$ cat src/rtl/fpdram_pkg.sv
package fpdram_pkg;

   typedef enum logic [2:0] {
      ST_IDLE,
      ST_RCD,
      ST_COL,
      ST_CAS,
      ST_OPEN,
      ST_REF
   } ctl_state_t;

   function automatic int ns_to_cyc(input int ns, input int clk_ns);
      return (ns + clk_ns - 1) / clk_ns;
   endfunction

endpackage

$ cat src/rtl/fpdram_since.sv
module fpdram_since #(
   parameter int LIMIT = 8,
   localparam int W = $clog2(LIMIT + 1)
) (
   input  logic clk,
   input  logic rst_n,
   input  logic clear,
   output logic reached
);
   logic [W-1:0] cnt;

   always_ff @(posedge clk or negedge rst_n) begin
      if (!rst_n)
         cnt <= W'(LIMIT);
      else if (clear)
         cnt <= '0;
      else if (cnt != W'(LIMIT))
         cnt <= cnt + 1'b1;
   end

   assign reached = (cnt == W'(LIMIT));
endmodule

$ cat src/rtl/fpdram_refresh.sv
module fpdram_refresh #(
   parameter int PERIOD = 3900,
   parameter int ROW_W  = 9,
   localparam int TW = $clog2(PERIOD)
) (
   input  logic             clk,
   input  logic             rst_n,
   input  logic             ack,
   output logic             pend,
   output logic [ROW_W-1:0] row
);
   logic [TW-1:0] tick;

   always_ff @(posedge clk or negedge rst_n) begin
      if (!rst_n) begin
         tick <= '0;
         pend <= 1'b0;
         row  <= '0;
      end else begin
         if (tick == TW'(PERIOD - 1)) begin
            tick <= '0;
            pend <= 1'b1;
         end else begin
            tick <= tick + 1'b1;
            if (ack) pend <= 1'b0;
         end
         if (ack) row <= row + 1'b1;
      end
   end
endmodule

$ cat src/rtl/fpdram_ctrl.sv
module fpdram_ctrl
   import fpdram_pkg::*;
#(
   parameter int CLK_NS    = 4,
   parameter int T_RAC_NS  = 60,
   parameter int T_CAC_NS  = 15,
   parameter int T_RC_NS   = 110,
   parameter int T_PC_NS   = 35,
   parameter int T_RP_NS   = 40,
   parameter int T_REFI_NS = 15600,
   parameter int ROW_W     = 9,
   parameter int COL_W     = 9,
   parameter int DATA_W    = 8,
   parameter bit LATE_OE   = 1'b0,
   localparam int ADDR_W   = ROW_W + COL_W,
   localparam int MUX_W    = (ROW_W > COL_W) ? ROW_W : COL_W
) (
   input  logic              clk,
   input  logic              rst_n,
   input  logic              req_valid,
   input  logic              req_write,
   input  logic [ADDR_W-1:0] req_addr,
   input  logic [DATA_W-1:0] req_wdata,
   output logic              req_ready,
   output logic              rsp_valid,
   output logic [DATA_W-1:0] rsp_rdata,
   output logic [MUX_W-1:0]  dram_addr,
   output logic              dram_ras_n,
   output logic              dram_cas_n,
   output logic              dram_we_n,
   output logic              dram_oe_n,
   output logic [DATA_W-1:0] dram_dq_out,
   output logic              dram_dq_oe,
   input  logic [DATA_W-1:0] dram_dq_in
);
   localparam int RAC_C  = ns_to_cyc(T_RAC_NS, CLK_NS);
   localparam int CAC_C  = ns_to_cyc(T_CAC_NS, CLK_NS);
   localparam int RC_C   = ns_to_cyc(T_RC_NS, CLK_NS);
   localparam int PC_C   = ns_to_cyc(T_PC_NS, CLK_NS);
   localparam int RP_C   = ns_to_cyc(T_RP_NS, CLK_NS);
   localparam int REFI_C = ns_to_cyc(T_REFI_NS, CLK_NS);
   localparam int RCD_C  = RAC_C - CAC_C;
   localparam int CNT_W  = $clog2(RAC_C + 1);
   localparam int LIM [3] = '{RC_C - 1, PC_C - 2, RP_C - 1};

   if (RCD_C < 2 || CAC_C < 2 || PC_C < CAC_C + 2 || RP_C < 2 || REFI_C < 2 * RC_C)
      $error("fpdram_ctrl: timing parameters out of range");
   if (ROW_W < 1 || COL_W < 1 || DATA_W < 1)
      $error("fpdram_ctrl: width parameters out of range");

   ctl_state_t        st;
   logic [CNT_W-1:0]  cnt;
   logic              wr_q;
   logic [COL_W-1:0]  col_q;
   logic [DATA_W-1:0] wd_q;
   logic [ROW_W-1:0]  open_row_q;

   logic              ref_pend;
   logic [ROW_W-1:0]  ref_row;
   logic [2:0]        clr, ok;
   logic              rc_ok, pc_ok, rp_ok;

   wire [ROW_W-1:0] req_row = req_addr[ADDR_W-1:COL_W];
   wire [COL_W-1:0] req_col = req_addr[COL_W-1:0];
   wire             row_hit = (req_row == open_row_q);

   assign rc_ok = ok[0];
   assign pc_ok = ok[1];
   assign rp_ok = ok[2];

   wire start_ref = (st == ST_IDLE) && ref_pend && rc_ok && rp_ok;
   wire acc_idle  = (st == ST_IDLE) && !ref_pend && rc_ok && rp_ok;
   wire acc_page  = (st == ST_OPEN) && !ref_pend && row_hit && pc_ok;
   assign req_ready = acc_idle | acc_page;
   wire take      = req_valid & req_ready;

   wire page_go   = take & acc_page;
   wire go_col    = ((st == ST_RCD) && (cnt == CNT_W'(RCD_C - 2))) || page_go;
   wire col_wr    = page_go ? req_write : wr_q;
   wire done_cas  = (st == ST_CAS) && (cnt == CNT_W'(CAC_C - 1));
   wire close_row = ((st == ST_OPEN) && (ref_pend || (req_valid && !row_hit))) ||
                    ((st == ST_REF) && (cnt == CNT_W'(RAC_C - 1)));

   // timing windows: row cycle, page cycle, precharge
   assign clr[0] = start_ref | (take & acc_idle);
   assign clr[1] = (st == ST_COL);
   assign clr[2] = close_row;

   for (genvar g = 0; g < 3; g++) begin : g_win
      fpdram_since #(.LIMIT(LIM[g])) u_win (
         .clk     (clk),
         .rst_n   (rst_n),
         .clear   (clr[g]),
         .reached (ok[g])
      );
   end

   fpdram_refresh #(.PERIOD(REFI_C), .ROW_W(ROW_W)) u_ref (
      .clk   (clk),
      .rst_n (rst_n),
      .ack   (start_ref),
      .pend  (ref_pend),
      .row   (ref_row)
   );

   logic oe_fall;
   if (LATE_OE) begin : g_oe_late
      assign oe_fall = (st == ST_CAS) && (cnt == '0) && !wr_q;
   end else begin : g_oe_early
      assign oe_fall = go_col && !col_wr;
   end

   always_ff @(posedge clk or negedge rst_n) begin
      if (!rst_n) begin
         st          <= ST_IDLE;
         cnt         <= '0;
         wr_q        <= 1'b0;
         col_q       <= '0;
         wd_q        <= '0;
         open_row_q  <= '0;
         rsp_valid   <= 1'b0;
         rsp_rdata   <= '0;
         dram_addr   <= '0;
         dram_ras_n  <= 1'b1;
         dram_cas_n  <= 1'b1;
         dram_we_n   <= 1'b1;
         dram_oe_n   <= 1'b1;
         dram_dq_out <= '0;
         dram_dq_oe  <= 1'b0;
      end else begin
         rsp_valid <= 1'b0;
         cnt       <= cnt + 1'b1;
         if (oe_fall) dram_oe_n <= 1'b0;
         if (go_col) begin
            st          <= ST_COL;
            dram_we_n   <= !col_wr;
            dram_dq_oe  <= col_wr;
            dram_dq_out <= page_go ? req_wdata : wd_q;
            dram_addr   <= MUX_W'(page_go ? req_col : col_q);
            if (page_go) begin
               wr_q  <= req_write;
               col_q <= req_col;
               wd_q  <= req_wdata;
            end
         end
         case (st)
            ST_IDLE: begin
               if (start_ref) begin
                  st         <= ST_REF;
                  cnt        <= '0;
                  dram_ras_n <= 1'b0;
                  dram_addr  <= MUX_W'(ref_row);
               end else if (take) begin
                  st         <= ST_RCD;
                  cnt        <= '0;
                  dram_ras_n <= 1'b0;
                  dram_addr  <= MUX_W'(req_row);
                  open_row_q <= req_row;
                  wr_q       <= req_write;
                  col_q      <= req_col;
                  wd_q       <= req_wdata;
               end
            end
            ST_COL: begin
               st         <= ST_CAS;
               cnt        <= '0;
               dram_cas_n <= 1'b0;
            end
            ST_CAS: begin
               if (done_cas) begin
                  st         <= ST_OPEN;
                  dram_cas_n <= 1'b1;
                  dram_oe_n  <= 1'b1;
                  dram_we_n  <= 1'b1;
                  dram_dq_oe <= 1'b0;
                  if (!wr_q) begin
                     rsp_valid <= 1'b1;
                     rsp_rdata <= dram_dq_in;
                  end
               end
            end
            ST_OPEN, ST_REF: begin
               if (close_row) begin
                  st         <= ST_IDLE;
                  dram_ras_n <= 1'b1;
               end
            end
            default: ;
         endcase
      end
   end
endmodule

$ cat config.mk
export PLATFORM = sky130hd
export DESIGN_NAME = fpdram_ctrl
export DESIGN_NICKNAME = d
export VERILOG_FILES = /design/src/rtl/fpdram_pkg.sv /design/src/rtl/fpdram_since.sv /design/src/rtl/fpdram_refresh.sv /design/src/rtl/fpdram_ctrl.sv
export SDC_FILE = /design/constraint.sdc
export NUM_CORES = 1
export LEC_CHECK = 0
export ABC_AREA = 1
export BUFFER_PORTS_ARGS = -buffer_cell sky130_fd_sc_hd__buf_4
export CORE_MARGIN = 8
export CORE_UTILIZATION = 54
export DETAILED_ROUTE_END_ITERATION = 12
export PLACE_DENSITY = 0.76
export SETUP_SLACK_MARGIN = 0.2
export SYNTH_ARGS = -nofsm -noshare
export SYNTH_HDL_FRONTEND = slang
export SYNTH_SLANG_ARGS = --single-unit
$ cat constraint.sdc
create_clock -name clk -period 2.7 [get_ports clk]
set_input_delay 0.135 -clock clk [delete_from_list [all_inputs] [get_ports clk]]
set_output_delay 0.135 -clock clk [all_outputs]
set_load 0.01 [all_outputs]
==> results.py <==
metrics = {
    "worst_setup_path": {
        "reg2reg_from": "g_win[1].u_win.cnt[0]$_DFFE_PN1P_",
        "timing.critical_path.from": "g_win[1].u_win.cnt[0]$_DFFE_PN1P_",
        "largest_stage_delay_worst_path_ps": 550,
        "timing.critical_path.required_ps": 2570,
        "r2r-end": "st[2]$_DFF_PN0_",
        "worst_r2r_path_depth": 9,
        "critPathCaptureType": "output port",
        "critical_path.cell_chain": "ha_1, ha_1, inv_2, nor4_4, nand3_1, o21ai_2, buf_4",
        "critPathMostFrequentCell": "sky130_fd_sc_hd__ha_1",
        "critical_path_arrival_ps": 2210,
        "cp-start-kind": "flop",
        "setup.worst_path.end": "req_ready",
        "criticalPathCategory": "reg2out",
        "timing.reg2reg.setup_slack_ps": 430,
        "cp_slowest_cell": "sky130_fd_sc_hd__dfstp_2",
        "path_max_fanout": 9,
    },
    "global_route": {
        "grtUsageTotal_pct": 18.8,
        "grt_first_pass_wirelength_microns": 19700,
        "grt_start_max_net_pins": 49,
        "grt_pass1_vias": 4221,
        "grt_antenna_before_repair": 1,
        "global_route.overflow_total": 0,
    },
    "synth": {
        "asyncSetResetFlopFracSynth_pct": 100,
        "synthesis.instances": 587,
        "synth-compound-area-share_pct": 9.30,
        "synth.top_cell.area_share_pct": 42.0,
        "synthTopCellsByCount": "171 x sky130_fd_sc_hd__nand2_1, 86 x sky130_fd_sc_hd__dfrtp_1, 71 x sky130_fd_sc_hd__inv_1",
        "ys.flop_type": "sky130_fd_sc_hd__dfrtp_1",
        "synth_seq_cells": 99,
        "synth_sequential_area_ratio_pct": 48.7,
        "netlist-cell-type-count": 43,
        "synth-simple-area-share_pct": 24.3,
        "synth_top_cell_by_area": "sky130_fd_sc_hd__dfrtp_1",
        "syn-cell-area_sq_um": 5120,
        "synth-adder-area-share_pct": 2.44,
        "synthTopCellsByArea": "sky130_fd_sc_hd__dfrtp_1 42%, sky130_fd_sc_hd__nand2_1 13%, sky130_fd_sc_hd__dfstp_2 6.7%, sky130_fd_sc_hd__inv_1 5.2%, sky130_fd_sc_hd__o21ai_2 3.1%",
        "yosys.cell_count.top_type": "sky130_fd_sc_hd__nand2_1",
        "yosysWarningCount": 0,
        "synth.net_count": 635,
        "edff_count_synth": 0,
        "synth_xor_area_share_pct": 4.10,
        "post_synth_mux_area_share_pct": 1.98,
        "mean_post_synth_cell_area_sq_um": 8.73,
        "synth_top_family_by_area": "simple AND/OR/NAND/NOR gates",
    },
    "floorplan": {
        "fp.dieArea_sq_um": 12900,
        "die_x_microns": 113,
        "ios": 70,
        "floorplan.initialDensity_pct": 55.5,
        "num_rows": 35,
        "core_region_area_sq_um": 9240,
        "die-height_microns": 113,
    },
    "power": {
        "share_seq_of_total_power_pct": 47.1,
        "switchingPower_uw": 1670,
        "power.combinational.fraction_pct": 32.7,
        "max-vdd-ir-drop_mv": 0.438,
        "power_density_nw_per_um2": 806,
        "power_leakage_uw": 0.00308,
        "portion_of_total_power_attributed_to_the_clock_network_pct": 20.2,
        "p_sw_share_pct": 34.5,
        "cell_internal_pwr_uw": 3170,
    },
    "sta": {
        "final_max_slew_viol_count": 0,
        "worst_pin_slew_ps": 630,
        "finalCriticalPeriod_ps": 2340,
        "grt_setup_unrepaired": "false",
        "hold_viol_final": 0,
        "finalHoldWorstSlack_ps": 22.8,
        "timing.clock.skew_ps": 7.62,
        "relSlewSlack_pct": 57.8,
        "finalCritPeriodShare_pct": 86.7,
        "maxClockFrequency_mhz": 427,
        "fin_setup_tns_ps": 0,
        "setup_viol": 0,
    },
    "clocking": {
        "clock_tree_buffer_depth": 2,
        "clk-insertion-delay-late_ps": 350,
        "path_clk_slew_ps": 90,
        "cts_tree": "done",
        "cts-buffers-inserted": 9,
        "cts_root_buffer": "sky130_fd_sc_hd__clkbuf_8",
        "cts.sinks": 99,
        "htree_levels": 3,
    },
    "route": {
        "drt_first_pass_iters": 4,
        "drc": 0,
        "m1WireLength_microns": 5140,
        "via_count": 4073,
        "topRoutingLayerUsed": "met4",
        "routed-wl-met2_microns": 5750,
        "drt_iter0_drc": 173,
        "routed_wire_length_per_instance_microns": 14.4,
        "drt_wl_total_microns": 11500,
        "final_antenna_net_count": 0,
        "routed-wl-met3_microns": 401,
        "detail_route.vias_per_cell": 5.09,
    },
    "placement": {
        "place_congestion": 0.851,
        "post-dp-hpwl_microns": 8500,
        "dp_cells": 775,
        "portBuffers": 69,
    },
    "final_layout": {
        "final_layout_size_suffix_gt1_share_pct": 22.2,
        "syn2layout_area_growth_pct": 17.0,
        "finalNetCount": 714,
        "final_cell_count_no_fill": 800,
    },
    "hold_path": {
        "worst_hold_path.num_cells": 2,
        "holdCritPathClass": "in2reg",
    },
    "outcome": {
        "status": "complete, no violations",
    },
    "job": {
        "max-cap-violations": 0,
    },
}
## metal layers
layer | vias to the layer above | GRT usage (%)
met3 | 19 | 3.91
met4 | 0 | 6.93
met2 | 69 | 32.1
met5 | - | 0
li1 | 2027 | -
met1 | 1958 | 23.0
## critical path: cells and delay by family, from the launching register on
family / cells / cell delay (ps)
compound gates: 1 / 190
fa+ha+maj: 2 / 410
buf+inv: 2 / 290
flops: 1 / 550
simple gates: 2 / 400
## kinds of logic after synthesis
group | after synthesis
muxes | 9
buffers and inverters | 102
and+or+nand+nor | 269
adders and majority gates | 10
xor gates and xnor gates | 24
DFF | 99
AOI/OAI and AO/OA | 74
## stage by stage
step / util [%] / worst slack, ps / area, sq um / total power, uW
floorplan: - / 668 / 5120 / 3260
global placement: 61.6 / 462 / 5700 / 3790
detailed placement: 61.6 / 342 / 5700 / 3880
CTS: 64.8 / 293 / 5990 / 4870
global route: 64.9 / 240 / 5990 / 5180
finish: 64.9 / 358 / 5990 / 4830
## worst min path at each step
| stage | start | endpoint | slack (ps) |
|---|---|---|---|
| 3_3_place_gp | rst_n | open_row_q[3]$_DFFE_PN0P_ | 190 |
| 6_report | req_addr[10] | open_row_q[1]$_DFFE_PN0P_ | 20 |
| 3_5_place_dp | rst_n | rsp_rdata[0]$_DFFE_PN0P_ | 190 |
| 5_1_grt | req_addr[10] | open_row_q[1]$_DFFE_PN0P_ | 20 |
| 4_1_cts | req_addr[10] | open_row_q[1]$_DFFE_PN0P_ | 10 |
| 2_1_floorplan | rst_n | cnt[0]$_DFF_PN0_ | -160 |
## registers in the layout, summed over array words and instances, names as in the netlist, 9 cells and up
signal / flops
open_row_q: 9
g_win.u_win.cnt: 12
col_q: 9
u_ref.row: 9
dram_addr: 9
u_ref.tick: 12
## area by class of cell
type / instances / area [sq um]
well taps: 129 / 161
multi-input cells: 386 / 2160
diodes: 1 / 2.50
clock inverters: 4 / 50.0
fillers: 781 / 3250
inverters: 87 / 327
flip-flops and latches: 99 / 2490
repair buffers: 83 / 649
clock buffers: 11 / 151
## timing repair
item | 4_1_cts | 5_1_grt
setup buffers | 0 | 0
hold buffers | 9 | 0
hold endpoints to repair | 52 | 0
endpoints found under the setup margin | 0 | 24
gates resized for setup | 0 | 1
## cells in the final DEF (no fill, tap or decap), types with 10 or more instances in the layout
cell type / count
sky130_fd_sc_hd__o21ai_2: 18
sky130_fd_sc_hd__nor2_1: 27
sky130_fd_sc_hd__o21ai_1: 27
sky130_fd_sc_hd__xnor2_1: 12
sky130_fd_sc_hd__clkbuf_8: 11
sky130_fd_sc_hd__nand3_1: 20
sky130_fd_sc_hd__nand4_1: 16
sky130_fd_sc_hd__nand2_1: 171
sky130_fd_sc_hd__buf_4: 73
sky130_fd_sc_hd__dfrtp_1: 86
sky130_fd_sc_hd__ha_1: 10
sky130_fd_sc_hd__clkinv_1: 10
sky130_fd_sc_hd__dfstp_2: 13
sky130_fd_sc_hd__inv_1: 71
sky130_fd_sc_hd__xor2_1: 12
## power by group through the flow
stage	sequential (uW)	combinational (uW)	clock [uW]
final	2270	1580	978
after global routing	2330	1790	1060
after CTS	2270	1600	993
after detailed placement	2300	1580	0
after global placement	2280	1510	0
after floorplan	2310	949	0
(Power assumes the default switching activity.)
